[src/rtl/flash_prot_pkg.sv]
package flash_prot_pkg;
  localparam int CTLW = 3;

  typedef enum logic [1:0] {
    MODE_ECC_ONLY = 2'b00,
    MODE_DYN      = 2'b01,
    MODE_DYN_QUIET = 2'b10,
    MODE_BYPASS   = 2'b11
  } prot_mode_e;

  localparam logic [CTLW-1:0] TAG_FULL   = 3'b000;
  localparam logic [CTLW-1:0] TAG_NARROW = 3'b111;

  typedef struct packed {
    logic use_ecc;
    logic use_par;
    logic sec;
    logic ded;
    logic bus_err;
  } rd_verdict_t;

  // two-of-three vote: 1 means the tag says "narrow write"
  function automatic logic tag_vote(input logic [CTLW-1:0] t);
    return (t[0] & t[1]) | (t[0] & t[2]) | (t[1] & t[2]);
  endfunction
endpackage

[src/rtl/fp_wr_ctl.sv]
module fp_wr_ctl
  import flash_prot_pkg::*;
#(
  parameter int DW = 32
) (
  input  logic            req,
  input  logic            single,
  input  prot_mode_e      mode,
  input  logic [DW-1:0]   data,
  output logic            accept,
  output logic            refuse,
  output logic [CTLW-1:0] tag,
  output logic            par
);
  logic narrow_blocked;

  assign narrow_blocked = single && (mode == MODE_ECC_ONLY);
  assign accept = req && !narrow_blocked;
  assign refuse = req && narrow_blocked;

  always_comb begin
    tag = TAG_FULL;
    par = 1'b0;
    if (accept && single) begin
      tag = TAG_NARROW;
      par = ^data;
    end
  end
endmodule

[src/rtl/fp_rd_decode.sv]
module fp_rd_decode
  import flash_prot_pkg::*;
#(
  parameter int DW         = 32,
  parameter bit HAS_FAULT  = 1'b1
) (
  input  prot_mode_e      mode,
  input  logic [CTLW-1:0] tag_raw,
  input  logic            flt_en,
  input  logic [CTLW-1:0] flt_mask,
  input  logic [DW-1:0]   data,
  input  logic            par_bit,
  input  logic            ecc_sec,
  input  logic            ecc_ded,
  output logic            vote_narrow,
  output logic            par_mismatch,
  output rd_verdict_t     verdict
);
  logic [CTLW-1:0] tag_seen;

  generate
    if (HAS_FAULT) begin : g_fault
      assign tag_seen = tag_raw ^ (flt_en ? flt_mask : '0);
    end else begin : g_nofault
      logic unused_flt;
      assign unused_flt = flt_en ^ (^flt_mask);
      assign tag_seen = tag_raw;
    end
  endgenerate

  assign vote_narrow  = tag_vote(tag_seen);
  assign par_mismatch = (^data) ^ par_bit;

  always_comb begin
    verdict = '0;
    unique case (mode)
      MODE_BYPASS: verdict = '0;
      MODE_ECC_ONLY: begin
        verdict.use_ecc = 1'b1;
        verdict.sec     = ecc_sec;
        verdict.ded     = ecc_ded;
      end
      default: begin
        if (vote_narrow) begin
          verdict.use_par = 1'b1;
          verdict.ded     = par_mismatch;
        end else begin
          verdict.use_ecc = 1'b1;
          verdict.sec     = ecc_sec;
          verdict.ded     = ecc_ded;
        end
      end
    endcase
    verdict.bus_err = verdict.ded && (mode == MODE_ECC_ONLY || mode == MODE_DYN);
  end
endmodule

[src/rtl/flash_prot_ctrl.sv]
module flash_prot_ctrl
  import flash_prot_pkg::*;
#(
  parameter int DW        = 32,
  parameter bit HAS_FAULT = 1'b1
) (
  input  logic          clk,
  input  logic          rst_n,
  input  logic [1:0]    mode_i,
  input  logic          flt_en_i,
  input  logic [2:0]    flt_mask_i,
  input  logic          wr_req_i,
  input  logic          wr_single_i,
  input  logic [DW-1:0] wr_data_i,
  output logic          wr_valid_o,
  output logic          wr_err_o,
  output logic [2:0]    wr_ctl_o,
  output logic          wr_par_o,
  input  logic          rd_valid_i,
  input  logic [2:0]    rd_ctl_i,
  input  logic [DW-1:0] rd_data_i,
  input  logic          rd_par_i,
  input  logic          ecc_sec_i,
  input  logic          ecc_ded_i,
  output logic          rsp_valid_o,
  output logic          use_ecc_o,
  output logic          use_par_o,
  output logic          sec_o,
  output logic          ded_o,
  output logic          bus_err_o
);
  prot_mode_e      mode;
  logic            wr_accept, wr_refuse, wr_par_n;
  logic [CTLW-1:0] wr_tag_n;
  logic            vote_narrow, par_mismatch;
  rd_verdict_t     verdict, verdict_q;

  assign mode = prot_mode_e'(mode_i);

  fp_wr_ctl #(.DW(DW)) u_wr (
    .req(wr_req_i), .single(wr_single_i), .mode(mode), .data(wr_data_i),
    .accept(wr_accept), .refuse(wr_refuse), .tag(wr_tag_n), .par(wr_par_n)
  );

  fp_rd_decode #(.DW(DW), .HAS_FAULT(HAS_FAULT)) u_rd (
    .mode(mode), .tag_raw(rd_ctl_i), .flt_en(flt_en_i), .flt_mask(flt_mask_i),
    .data(rd_data_i), .par_bit(rd_par_i), .ecc_sec(ecc_sec_i), .ecc_ded(ecc_ded_i),
    .vote_narrow(vote_narrow), .par_mismatch(par_mismatch), .verdict(verdict)
  );

  always_ff @(posedge clk or negedge rst_n) begin
    if (!rst_n) begin
      wr_valid_o <= 1'b0;
      wr_err_o   <= 1'b0;
      wr_ctl_o   <= '0;
      wr_par_o   <= 1'b0;
    end else begin
      wr_valid_o <= wr_accept;
      wr_err_o   <= wr_refuse;
      wr_ctl_o   <= wr_tag_n;
      wr_par_o   <= wr_par_n;
    end
  end

  always_ff @(posedge clk or negedge rst_n) begin
    if (!rst_n) begin
      rsp_valid_o <= 1'b0;
      verdict_q   <= '0;
    end else begin
      rsp_valid_o <= rd_valid_i;
      verdict_q   <= rd_valid_i ? verdict : '0;
    end
  end

  assign use_ecc_o = verdict_q.use_ecc;
  assign use_par_o = verdict_q.use_par;
  assign sec_o     = verdict_q.sec;
  assign ded_o     = verdict_q.ded;
  assign bus_err_o = verdict_q.bus_err;
endmodule

[config.mk]
export PLATFORM = sky130hd
export DESIGN_NAME = flash_prot_ctrl
export DESIGN_NICKNAME = d
export VERILOG_FILES = /design/src/rtl/flash_prot_pkg.sv /design/src/rtl/fp_wr_ctl.sv /design/src/rtl/fp_rd_decode.sv /design/src/rtl/flash_prot_ctrl.sv
export SDC_FILE = /design/constraint.sdc
export NUM_CORES = 1
export LEC_CHECK = 0
export ABC_CLOCK_PERIOD_IN_PS = 800
export CORE_ASPECT_RATIO = 1.2
export CORE_MARGIN = 3
export CORE_UTILIZATION = 33
export DETAILED_ROUTE_END_ITERATION = 6
export GPL_ROUTABILITY_DRIVEN = 0
export GPL_TIMING_DRIVEN = 0
export PLACE_DENSITY = 0.81
export SYNTH_ARGS = -nofsm -noshare
export SYNTH_HDL_FRONTEND = slang
export SYNTH_HIERARCHICAL = 1
export SYNTH_SLANG_ARGS = --single-unit
[constraint.sdc]
create_clock -name clk -period 0.8 [get_ports clk]
set_clock_uncertainty 0.15 [all_clocks]
set_input_delay 0.08 -clock clk [delete_from_list [all_inputs] [get_ports clk]]
set_output_delay 0.08 -clock clk [all_outputs]
set_load 0.1 [all_outputs]
==> flow_summary.yaml <==
timing:
  final_hold_viol_count: 12
  min_period_ps: 1560
  fmax_ghz: 0.642
  slew_violations: 0
  rsz0062_at_grt: "true"
  worst_pin_slew_ps: 504
  slew_headroom_pct: 66.4
  setup_viol: 18
  fin_ws_ps: -758
  hold-worst-slack_ps: -365
  period_share_pct: 195
synth:
  yosys_warnings: 6
  synth_fp_nets: 203
  synth_area_um2: 1160
  synthCells: 120
  syn_avg_cell_area_um2: 9.71
worst_setup_path:
  cp-start-kind: "input port"
  crit_required_ps: 830
  cp_max_fo: 2
  endpoint_kind: "flip-flop"
  critPathKind: "input port to flip-flop"
  cp.arrival_ps: 1590
global_routing:
  grt_pass1_vias: 1244
  grt_pass1_wl_um: 5160
  grt_max_degree: 13
  grt_overflow: 0
  antenna_found_initial: 0
  grt_usage_pct: 15.7
layout:
  area_growth_pct: 116
  drive_above_1_share_pct: 61.1
  fin_area_um2: 2520
  layout_common_cells: "buf_2 (30), xnor2_1 (28), xnor2_2 (26)"
  antennaDiodeCount: 0
  layout_commonest_cell: "buf_2"
  layout.nets: 305
cts:
  cts_inserted_buffers: 3
  cts_buffer_depth: 2
  clk_pin_slew_ps: 50
  cts_sinks: 12
  cts_tree: "yes"
  cts_hold_buf: 0
  h-tree-depth: 1
  cts_root_buf: "clkbuf_8"
status:
  outcome: "complete, but fails checks"
  violations: "negative hold slack, negative setup slack"
power:
  p_leak_uw: 0.00117
  cellPowerDensity_nw_per_um2: 1570
  ir_drop_v: 0.00225
die:
  die_h_um: 71.1
  rows: 23
  ios: 93
  dieArea_um2: 4280
  start_util_pct: 34.6
  die_w_um: 60.2
  core_area_um2: 3370
drt:
  drt_pre_antenna_iters: 4
  first_iter_violations: 17
  vias_per_cell: 4.54
  drc: 0
  antenna_left: 0
  vias: 1172
  drt-total-wl_um: 3380
  wl_per_cell_um: 13.1
hold_path:
  hold_class: "input port to asynchronous set/reset pin"
placed_design:
  pre_cts_ws_ps: -1440
  io_buffer_count: 92
  hpwl_um: 2700
  dpl_cell_area_um2: 2210
run:
  max-cap-violations: 0
[final timing paths]
kind | from | to | slack, ps | cells past startpoint
hold / removal | rst_n | use_par_o$_DFF_PN0_ | -370 | 1
setup / recovery | rd_data_i[13] | ded_o$_DFF_PN0_ | -760 | 8
min in group clk | mode_i[1] | wr_err_o$_DFF_PN0_ | 60 | 3
max in group asynchronous | rst_n | wr_ctl_o[2]$_DFF_PN0_ | 480 | 1
[sequential cells by signal, summed over array words and instances, names as in the netlist]
register,count
ded_o,1
wr_valid_o,1
use_par_o,1
sec_o,1
wr_par_o,1
rsp_valid_o,1
use_ecc_o,1
wr_ctl_o,3
wr_err_o,1
bus_err_o,1
[final cells by class]
class	instances	area, um2
Multi-Input combinational cell	100	1080
Timing Repair Buffer	97	958
Fill cell	228	848
Sequential cell	12	345
Clock buffer	4	55.1
Tap cell	37	46.3
Inverter	6	22.5
Buffer	2	15.0
[timing repair]
action	4_1_cts	5_1_grt
pin swaps	75	30
hold endpoints to repair	0	12
setup buffers	5	0
endpoints found under the setup margin	23	33
gates resized for setup	393	32
[critical path: stages]
cell and delay [ps]:
buf_8 100, xnor2_4 140, xnor2_2 200, xnor2_2 130, xnor3_2 450, xnor2_2 150, o211ai_1 170, and2_1 160
[stage by stage]
step                      util (%)  total power [uW]  hold WS [ps]  cells  TNS, ps
after floorplan                  -              2330          -366    120    -3420
after global placement        65.7              2980           279    249   -21630
after detailed placement      65.7              3020           303    249   -23260
after CTS                     72.4              3900          39.7    258    -7070
after global routing          74.8              4160          -312    258    -7540
final                         74.8              3950          -365    258    -6960
[report_power, final]
part	switching, uW	total, uW	internal, uW
combinational	1160	2530	1360
clock	225	659	435
sequential	52.0	763	711
total	1440	3950	2510
[layer usage]
layer  vias to the layer above  wire length (um)  GRT usage [%]
li1                        583                 -              -
met2                        65              1990           31.0
met4                         0                37           4.43
met1                       521              1060           15.1
met5                         -                 0              0
met3                         3               298           4.01
Note: power is estimated with default switching activity, not from simulation.
